**config.mk**
```make
export PLATFORM = sky130hd
export DESIGN_NAME = echo_timer_ring
export DESIGN_NICKNAME = d
export VERILOG_FILES = /design/src/rtl/echo_pkg.sv /design/src/rtl/echo_channel.sv /design/src/rtl/echo_sequencer.sv /design/src/rtl/echo_bus_port.sv /design/src/rtl/echo_timer_ring.sv
export SDC_FILE = /design/constraint.sdc
export NUM_CORES = 1
export LEC_CHECK = 0
export ABC_AREA = 1
export BUFFER_PORTS_ARGS = -buffer_cell sky130_fd_sc_hd__clkbuf_2
export CORE_MARGIN = 3
export CORE_UTILIZATION = 56
export DETAILED_ROUTE_END_ITERATION = 10
export PLACE_DENSITY = 0.73
export SETUP_SLACK_MARGIN = 0.1
export SLEW_MARGIN = 30
export SYNTH_ARGS = -nofsm -noshare
export SYNTH_HDL_FRONTEND = slang
export SYNTH_HIERARCHICAL = 1
export SYNTH_SLANG_ARGS = --single-unit
```
**constraint.sdc**
```tcl
create_clock -name clk -period 3.9 [get_ports clk]
set_input_delay 0.78 -clock clk [delete_from_list [all_inputs] [get_ports clk]]
set_output_delay 0.78 -clock clk [all_outputs]
set_load 0.005 [all_outputs]
```
**src/rtl/echo_pkg.sv**
```systemverilog
package echo_pkg;
  typedef enum logic [1:0] {
    SEQ_WAIT   = 2'd0,
    SEQ_TRIG   = 2'd1,
    SEQ_LISTEN = 2'd2
  } seq_state_t;
endpackage

```
**src/rtl/echo_channel.sv**
```systemverilog
module echo_channel #(
  parameter int CNT_W = 16
) (
  input  logic             clk,
  input  logic             rst,
  input  logic             tick_us,
  input  logic             enable,
  input  logic             clear,
  input  logic             echo_raw,
  output logic [CNT_W-1:0] count
);
  logic sync1, sync2, sync3, running;

  always_ff @(posedge clk) begin
    if (rst) begin
      sync1   <= 1'b0;
      sync2   <= 1'b0;
      sync3   <= 1'b0;
      running <= 1'b0;
      count   <= '0;
    end else begin
      sync1 <= echo_raw;
      sync2 <= sync1;
      sync3 <= sync2;
      if (clear) begin
        running <= 1'b0;
        count   <= '0;
      end else if (enable && sync2 && !sync3) begin
        running <= 1'b1;
        count   <= '0;
      end else if (!sync2 && sync3) begin
        running <= 1'b0;
      end else if (running && enable && tick_us && (count != '1)) begin
        count <= count + 1'b1;
      end
    end
  end
endmodule

```
**src/rtl/echo_sequencer.sv**
```systemverilog
module echo_sequencer
  import echo_pkg::*;
#(
  parameter int RATE_W  = 4,
  parameter int TRIG_US = 10
) (
  input  logic              clk,
  input  logic              rst,
  input  logic              tick_us,
  input  logic              tick_10ms,
  input  logic              rate_wr,
  input  logic [RATE_W-1:0] rate_in,
  output logic [RATE_W-1:0] rate,
  output logic              trig,
  output logic              listen,
  output logic              clear,
  output logic              capture
);
  localparam int UCNT_W = (TRIG_US > 1) ? $clog2(TRIG_US) : 1;

  seq_state_t        state;
  logic [RATE_W-1:0] icnt;
  logic [UCNT_W-1:0] ucnt;
  logic              expire;

  assign expire = tick_10ms && (rate != '0) && (icnt <= RATE_W'(1));
  assign listen = (state == SEQ_LISTEN);

  always_ff @(posedge clk) begin
    if (rst) begin
      state   <= SEQ_WAIT;
      rate    <= '0;
      icnt    <= '0;
      ucnt    <= '0;
      trig    <= 1'b0;
      clear   <= 1'b0;
      capture <= 1'b0;
    end else begin
      clear   <= 1'b0;
      capture <= 1'b0;
      if (rate_wr) begin
        rate  <= rate_in;
        icnt  <= rate_in;
        trig  <= 1'b0;
        state <= SEQ_WAIT;
      end else begin
        case (state)
          SEQ_WAIT: begin
            if (expire) begin
              state <= SEQ_TRIG;
              trig  <= 1'b1;
              clear <= 1'b1;
              ucnt  <= '0;
            end else if (tick_10ms && icnt != '0) begin
              icnt <= icnt - 1'b1;
            end
          end
          SEQ_TRIG: begin
            if (tick_us) begin
              if (ucnt == UCNT_W'(TRIG_US - 1)) begin
                state <= SEQ_LISTEN;
                trig  <= 1'b0;
                icnt  <= rate;
              end else begin
                ucnt <= ucnt + 1'b1;
              end
            end
          end
          SEQ_LISTEN: begin
            if (expire) begin
              capture <= 1'b1;
              state   <= SEQ_TRIG;
              trig    <= 1'b1;
              clear   <= 1'b1;
              ucnt    <= '0;
            end else if (tick_10ms && icnt != '0) begin
              icnt <= icnt - 1'b1;
            end
          end
          default: state <= SEQ_WAIT;
        endcase
      end
    end
  end
endmodule

```
**src/rtl/echo_bus_port.sv**
```systemverilog
module echo_bus_port #(
  parameter int NUM_CH = 7,
  parameter int DATA_W = 8,
  parameter int ADDR_W = 8,
  parameter int RATE_W = 4,
  localparam int CNT_W = 2 * DATA_W
) (
  input  logic                         clk,
  input  logic                         rst,
  input  logic                         bus_sel,
  input  logic                         bus_tag,
  input  logic                         bus_we,
  input  logic [ADDR_W-1:0]            bus_addr,
  input  logic [DATA_W-1:0]            bus_din,
  input  logic                         capture,
  input  logic [NUM_CH-1:0][CNT_W-1:0] counts,
  input  logic [RATE_W-1:0]            rate,
  output logic [DATA_W-1:0]            bus_dout,
  output logic                         bus_ack,
  output logic                         bus_stall,
  output logic                         rate_wr,
  output logic                         data_ready
);
  localparam int NUM_REG   = 2 * NUM_CH;
  localparam int RATE_ADDR = NUM_REG;

  logic [CNT_W-1:0] hold [NUM_CH];
  logic             reg_acc, last_rd;
  logic [CNT_W-1:0] word;

  assign reg_acc   = bus_sel && bus_tag;
  assign bus_ack   = reg_acc && (bus_addr <= ADDR_W'(RATE_ADDR));
  assign bus_stall = 1'b0;
  assign rate_wr   = reg_acc && bus_we && (bus_addr == ADDR_W'(RATE_ADDR));
  assign last_rd   = reg_acc && !bus_we && (bus_addr == ADDR_W'(NUM_REG - 1));

  always_ff @(posedge clk) begin
    if (rst) begin
      data_ready <= 1'b0;
      for (int i = 0; i < NUM_CH; i++) hold[i] <= '0;
    end else begin
      if (capture) begin
        data_ready <= 1'b1;
        for (int i = 0; i < NUM_CH; i++) hold[i] <= counts[i];
      end else if (last_rd) begin
        data_ready <= 1'b0;
      end
    end
  end

  always_comb begin
    word = '0;
    for (int i = 0; i < NUM_CH; i++)
      if (bus_addr[ADDR_W-1:1] == (ADDR_W-1)'(i)) word = hold[i];
  end

  always_comb begin
    if (!bus_sel)
      bus_dout = bus_din;
    else if (!bus_tag)
      bus_dout = data_ready ? DATA_W'(NUM_REG) : '0;
    else if (bus_addr < ADDR_W'(NUM_REG))
      bus_dout = bus_addr[0] ? word[DATA_W-1:0] : word[CNT_W-1:DATA_W];
    else if (bus_addr == ADDR_W'(RATE_ADDR))
      bus_dout = {{(DATA_W-RATE_W){1'b0}}, rate};
    else
      bus_dout = '0;
  end
endmodule

```
**src/rtl/echo_timer_ring.sv**
```systemverilog
module echo_timer_ring #(
  parameter int NUM_CH  = 7,
  parameter int DATA_W  = 8,
  parameter int ADDR_W  = 8,
  parameter int RATE_W  = 4,
  parameter int TRIG_US = 10
) (
  input  logic              clk,
  input  logic              rst,
  input  logic              bus_sel,
  input  logic              bus_tag,
  input  logic              bus_we,
  input  logic [ADDR_W-1:0] bus_addr,
  input  logic [DATA_W-1:0] bus_din,
  output logic [DATA_W-1:0] bus_dout,
  output logic              bus_ack,
  output logic              bus_stall,
  input  logic              tick_us,
  input  logic              tick_10ms,
  input  logic [NUM_CH-1:0] echo_in,
  output logic              trig_out
);
  localparam int CNT_W = 2 * DATA_W;

  logic [RATE_W-1:0]            rate;
  logic                         rate_wr, listen, ch_clear, capture, data_ready;
  logic [NUM_CH-1:0][CNT_W-1:0] counts;

  echo_sequencer #(.RATE_W(RATE_W), .TRIG_US(TRIG_US)) u_seq (
    .clk       (clk),
    .rst       (rst),
    .tick_us   (tick_us),
    .tick_10ms (tick_10ms),
    .rate_wr   (rate_wr),
    .rate_in   (bus_din[RATE_W-1:0]),
    .rate      (rate),
    .trig      (trig_out),
    .listen    (listen),
    .clear     (ch_clear),
    .capture   (capture)
  );

  for (genvar g = 0; g < NUM_CH; g++) begin : g_ch
    echo_channel #(.CNT_W(CNT_W)) u_ch (
      .clk      (clk),
      .rst      (rst),
      .tick_us  (tick_us),
      .enable   (listen),
      .clear    (ch_clear),
      .echo_raw (echo_in[g]),
      .count    (counts[g])
    );
  end

  echo_bus_port #(
    .NUM_CH(NUM_CH), .DATA_W(DATA_W), .ADDR_W(ADDR_W), .RATE_W(RATE_W)
  ) u_port (
    .clk        (clk),
    .rst        (rst),
    .bus_sel    (bus_sel),
    .bus_tag    (bus_tag),
    .bus_we     (bus_we),
    .bus_addr   (bus_addr),
    .bus_din    (bus_din),
    .capture    (capture),
    .counts     (counts),
    .rate       (rate),
    .bus_dout   (bus_dout),
    .bus_ack    (bus_ack),
    .bus_stall  (bus_stall),
    .rate_wr    (rate_wr),
    .data_ready (data_ready)
  );
endmodule

```
Word level (Yosys, flattened, before mapping)
Memory sizes are Yosys's and may differ from the RTL's.
Cells that the tools add are included.

word-level totals
  register bits = 158
  logic and storage cells = 262
  output and inout port bits = 11
  memory bits (writable) = 112
  memories kept = 1

cells by class
  reduce and logical (&&, ||, !) cells = 103
  bitwise logic cells = 17
  multiplexer cells = 60
  $add $sub $neg = 9
  magnitude comparators = 3
  equal/unequal tests = 26

memories
  memory       depth  width  read ports  clocked after memory_dff  wr ports  line                 text
  u_port.hold  7      16     7           0                         7         echo_bus_port.sv:27  logic [CNT_W-1:0] hold [NUM_CH];

operators by type and width
  kind                   count
  $mux 16                14
  $add 16x1->16 const B  7
  $ne 16x16->1 const B   7
  $logic_and 1x1->1      51
  $mux 4                 10
  $mux 8                 4
  $reduce_or 3->1        9
  $mux 1                 25
  $eq 7x3->1 const B     3
  $reduce_bool 2->1      9
  $eq 8x4->1 const B     2
  $pmux 4 s2             2
  $logic_not 1->1        15
  $eq 7x2->1 const B     2
  $reduce_and 2->1       7
  $not 1->1              10
  $reduce_and 5->1       2
  $le 8x4->1 const B     1
  $lt 8x4->1 const B     1
  $reduce_bool 4->1      2
  $eq 7x1->1 const B     1
  $logic_not 7->1        1
  $or 1x1->1             7
  $mux 2                 3
  18 further kinds       23

Logic depth before layout (Yosys ltp)
  depth in word-level cells = 12
  mapped depth = 13
  gate-level depth less buffers = 13

Modules after synthesis
The synthesis kept the hierarchy.

by module, submodules not included
  module                           cells each  times used  area each (µm²)  sequential area each (µm²)
  echo_channel (g_ch[0].u_ch ...)  188         6           1,341.3          400.4
  echo_bus_port                    666         1           5,749.3          3,383.2
  echo_channel (g_ch[6].u_ch)      187         1           1,179.9          400.4
  echo_sequencer                   142         1           1,006.0          340.3

Worst setup path before layout
Ideal clock, no wire load.

  path type = register to register
  from = register u_seq.state[0]
  to = register g_ch[6].u_ch.count[7]
  cell stages (with the launch flop) = 11
  data required time = 3.790 ns
  buffers on the path = 2
  period minus slack after synthesis = 2.950 ns
  library setup time = 0.110 ns
  setup slack = 0.950 ns
  arrival = 2.840 ns
  cell sequence = dfxtp_1 > buf_6 > nor2_1 > nand2_2 > nor2_8 > inv_2 > nor2_4 > buf_6 > nand3_1 > nand2_1 > nor2_1

on the way
  cells in the longest elaborated chain, start to end = 5
  elaborated cells on any way between the ends = 8
  those cells by class = eq/ne (1); reduce/logical (7)

ends and longest elaborated chain
  element                            line                   text
  start: declaration                 echo_sequencer.sv:21   seq_state_t state;
  start signal: assignment           echo_sequencer.sv:31   state <= SEQ_WAIT;
  start signal: assignment           echo_sequencer.sv:45   state <= SEQ_WAIT;
  start signal: assignment           echo_sequencer.sv:50   state <= SEQ_TRIG;
  $eq 2x2->1 (*)                     echo_sequencer.sv:27   assign listen = (state == SEQ_LISTEN);
  net listen                         echo_timer_ring.sv:26  logic rate_wr, listen, ch_clear, capture, data_ready;
  $logic_and 1x1->1 (3 in a row)     echo_channel.sv:33     end else if (running && enable && tick_us && (count != '1)) begin
  $reduce_and 2->1 (no source line)  --
  end signal: assignment             echo_channel.sv:34     count <= count + 1'b1;
  end: declaration                   echo_channel.sv:10     output logic [CNT_W-1:0] count

The timed path passes the listed nets; every way through them passes the cells marked *.
A chain may end at the register's enable or synchronous reset.

Final worst setup path
  from = input bus_addr[5]
  to = output bus_dout[4]

on the way
  cells in the longest elaborated chain, start to end = 12
  elaborated cells on any way between the ends = 19
  those cells by class = order compare (1); eq/ne (6); mux (11); reduce/logical (1)

ends and longest elaborated chain
  element               line                   text
  start: declaration    echo_timer_ring.sv:13  input logic [ADDR_W-1:0] bus_addr,
  $logic_not 7->1       echo_bus_port.sv:54    if (bus_addr[ADDR_W-1:1] == (ADDR_W-1)'(i)) word = hold[i];
  $mux 16 (7 in a row)  echo_bus_port.sv:54
  $mux 8                echo_bus_port.sv:63    bus_dout = bus_addr[0] ? word[DATA_W-1:0] : word[CNT_W-1:DATA_W];
  $mux 8 (*)            echo_bus_port.sv:62    else if (bus_addr < ADDR_W'(NUM_REG))
  $mux 8 (*)            echo_bus_port.sv:60    else if (!bus_tag)
  $mux 8 (*)            echo_bus_port.sv:58    if (!bus_sel)
  end: declaration      echo_timer_ring.sv:15  output logic [DATA_W-1:0] bus_dout,

Every way passes the cells marked *; elsewhere a longest branch is shown, timed or not.

==> load_flow_metrics.sql <==
INSERT INTO impl_metrics (metric_group, metric, value, unit) VALUES
('setup_path', 'critPathLaunchType', 'input pin', ''),
('global_route', 'grt_most_used_layer', 'met2', ''),
('clock_tree', 'worst_setup_hold_path_clk_slew', '0.06', 'ns'),
('outcome', 'run_status', 'finished, final reports clean', ''),
('placed_design', 'gp_routability_congestion', '0.982', ''),
('floorplanning', 'row_count', '61', ''),
('setup_path', 'worst_r2r_endpoint', 'g_ch[6].u_ch/count[6]', ''),
('global_route', 'pin_count_of_the_biggest_net_entering_global_routing', '50', ''),
('placed_design', 'place.detailed.hpwl', '26.2', 'mm'),
('global_route', 'grtUsageMet2', '39.2', '%'),
('sta', 'period_share', '85.2', '%'),
('setup_path', 'worstRegToRegCells', '8', ''),
('yosys', 'mappedNetlistNets', '2165', ''),
('pwr', 'vdd.ir_drop.worst', '0.309', 'mV'),
('sta', 'worst_slew_pin_slew', '0.826', 'ns'),
('route', 'vias_per_cell', '5.08', ''),
('pwr', 'power-per-cell-area', '370', 'mW/mm^2'),
('pwr', 'cellLeakagePower', '7.44', 'nW'),
('sta', 'layout_setup_ws', '0.577', 'ns'),
('setup_path', 'register_to_register_path_setup_slack', '1.45', 'ns'),
('yosys', 'synth_top_cells_by_count', 'nand2_1, inv_1, nor2_1', ''),
('global_route', 'first_global_vias', '12300', ''),
('clock_tree', 'clk_latency', '0.55', 'ns'),
('worst_hold_path', 'worstHoldEndpoint', 'g_ch[6].u_ch/sync2', ''),
('floorplanning', 'floorplan.initialDensity', '57.2', '%'),
('placed_design', 'port-buffer-count', '39', ''),
('setup_path', 'criticalPathCategory', 'input pin to primary output', ''),
('clock_tree', 'cts_setup_buffers', '0', ''),
('sta', 'max_slew_violation_count', '0', ''),
('yosys', 'synth_cell_types', '44', ''),
('route', 'detail_route.first_pass.iterations', '5', ''),
('placed_design', 'dp_worst_setup_slack', '0.627', 'ns'),
('route', 'ant_nets', '0', ''),
('setup_path', 'cp.arrival', '2.54', 'ns'),
('route', 'totalWireLength', '36.1', 'mm'),
('yosys', 'postSynth.topFlopCell', 'dfxtp_1', ''),
('worst_hold_path', 'hp_class', 'flop to flop', ''),
('global_route', 'globalRoute.totalOverflow', '0', ''),
('clock_tree', 'postCtsResizedCells', '0', ''),
('yosys', 'register_bit_count_reported_by_yosys', '270', ''),
('route', 'drt_drc_violations_left', '0', ''),
('finish', 'nFillCells', '2513', ''),
('finish', 'drive_gt1_share', '18.4', '%'),
('job', 'cap_violations', '0', ''),
('sta', 'max_slew_margin', '44.8', '%'),
('clock_tree', 'tritoncts', 'done', ''),
('sta', 'rsz0062_at_grt', 'false', ''),
('yosys', 'yosys.cell_count.top_type', 'nand2_1', ''),
('floorplanning', 'core-area', '0.0279', 'sq mm'),
('yosys', 'mean_area_per_synthesized_cell', '7.53', 'sq um'),
('yosys', 'async_s_r_ff_share_synth', '0', '%'),
('sta', 'hold_violations', '0', ''),
('sta', 'skew', '0.0258', 'ns'),
('floorplanning', 'dieArea', '0.0306', 'sq mm'),
('yosys', 'synth_area_leader_cell', 'edfxtp_1', ''),
('clock_tree', 'ctsHoldBuffers', '0', ''),
('global_route', 'global_route.usage.met1', '32.2', '%'),
('global_route', 'grt_pass1_wl', '59.8', 'mm'),
('setup_path', 'path_max_fanout', '11', ''),
('worst_hold_path', 'timing.hold.worst.start', 'g_ch[6].u_ch/sync1', ''),
('global_route', 'combined_global_route_utilization_of_all_metal_layers', '23.6', '%'),
('clock_tree', 'ctsRootBufferMaster', 'clkbuf_16', ''),
('yosys', 'synth.area.top_cells', 'edfxtp_1, dfxtp_1, nand2_1', ''),
('yosys', 'ys_warn_count', '6', ''),
('sta', 'finalSetupTns', '0', 'ns'),
('route', 'wl_per_cell', '14.1', 'microns'),
('route', 'vias', '13000', ''),
('yosys', 'synth_enable_flop_cells', '112', ''),
('yosys', 'synth.yosys.seq_area_share', '40.8', '%'),
('global_route', 'antenna_violations_before_repair', '1', ''),
('floorplanning', 'die_w', '175', 'microns');
area by class of cell:
type,instances,area (sq um),share of cell area (%)
flip-flops and latches,270,6530,37.6
well taps,378,473,2.73
repair buffers,47,293,1.69
inverters,426,1630,9.41
clock inverters,19,263,1.51
clock buffers,33,741,4.27
multi-input cells,1390,7430,42.8
report_power, final:
part	total (mW)	leakage, nW	internal (mW)	switching [mW]
registers	3.07	2.41	3.01	0.0607
clock network	2.89	0.487	1.76	1.13
logic	0.459	4.54	0.159	0.300
stage by stage:
step	power [mW]	cell area, sq um	util [%]	std cells	hold slack (ns)
6_report	6.42	17400	62.1	2563	0.404
2_1_floorplan	3.47	16000	-	2123	0.388
3_3_place_gp	3.57	16400	58.5	2511	0.391
4_1_cts	6.49	17400	62.1	2563	0.406
3_5_place_dp	3.58	16400	58.5	2511	0.396
5_1_grt	6.66	17400	62.1	2563	0.428
routing by layer:
metal,wire length [microns],vias to the layer above
met5,20,-
met4,933,2
met3,2090,70
met2,16900,373
met1,16200,5984
li1,-,6595
cells in the final DEF (no fill, tap or decap), types with 12 or more instances in the layout:
cell,instances
nand2_1,430
inv_1,398
nor2_1,377
nand3_1,171
dfxtp_1,158
edfxtp_1,112
nand2_2,75
nor2_2,47
nand3_2,39
clkbuf_2,39
nand4_1,32
a21oi_2,32
clkbuf_16,29
a21oi_1,22
nand2_4,20
nor2_8,20
nor3_2,19
nor2_4,18
inv_2,18
nor3_1,16
xor2_1,15
ha_1,12
flip-flops by register name, indices dropped and copies added, names as in the netlist, 2 cells and up:
name	flops
u_port/hold	112
g_ch.u_ch/sync1	7
u_seq/rate	4
u_seq/ucnt	4
g_ch.u_ch/running	7
g_ch.u_ch/sync2	7
u_seq/icnt	4
g_ch.u_ch/sync3	7
u_seq/state	2
g_ch.u_ch/count	112
how the worst max path moves through the flow:
stage              startpoint               endpoint  depth (start not counted)
2_1_floorplan  u_seq/state[0]  g_ch[6].u_ch/count[7]                         10
3_3_place_gp      bus_addr[5]            bus_dout[4]                         11
3_5_place_dp      bus_addr[5]            bus_dout[4]                         11
4_1_cts           bus_addr[5]            bus_dout[4]                         11
5_1_grt           bus_addr[5]            bus_dout[1]                         11
6_report          bus_addr[5]            bus_dout[4]                         11
worst max-delay path: stages:
cell and delay [ns]:
clkbuf_2 0.13, nor2_1 0.10, nand2_1 0.22, nor3_2 0.58, nand2_1 0.14, nand3_1 0.11, nor2_1 0.04, nand4_1 0.06
nand3_1 0.16, nand2_1 0.10, clkbuf_2 0.11
cell families (layout without fill, tap and decap cells):
group	count (synthesis)	in the layout	share of synthesized area, %
AOI/OAI and AO/OA	81	81	4.12
xor gates and xnor gates	15	15	0.822
adders and majority gates	12	12	0.939
buffers and inverters	463	525	12.8
DFF	270	270	40.8
other	1	1	0.0235
and+or+nand+nor	1281	1281	40.5
No activity file was read; power rests on OpenSTA's default activity.
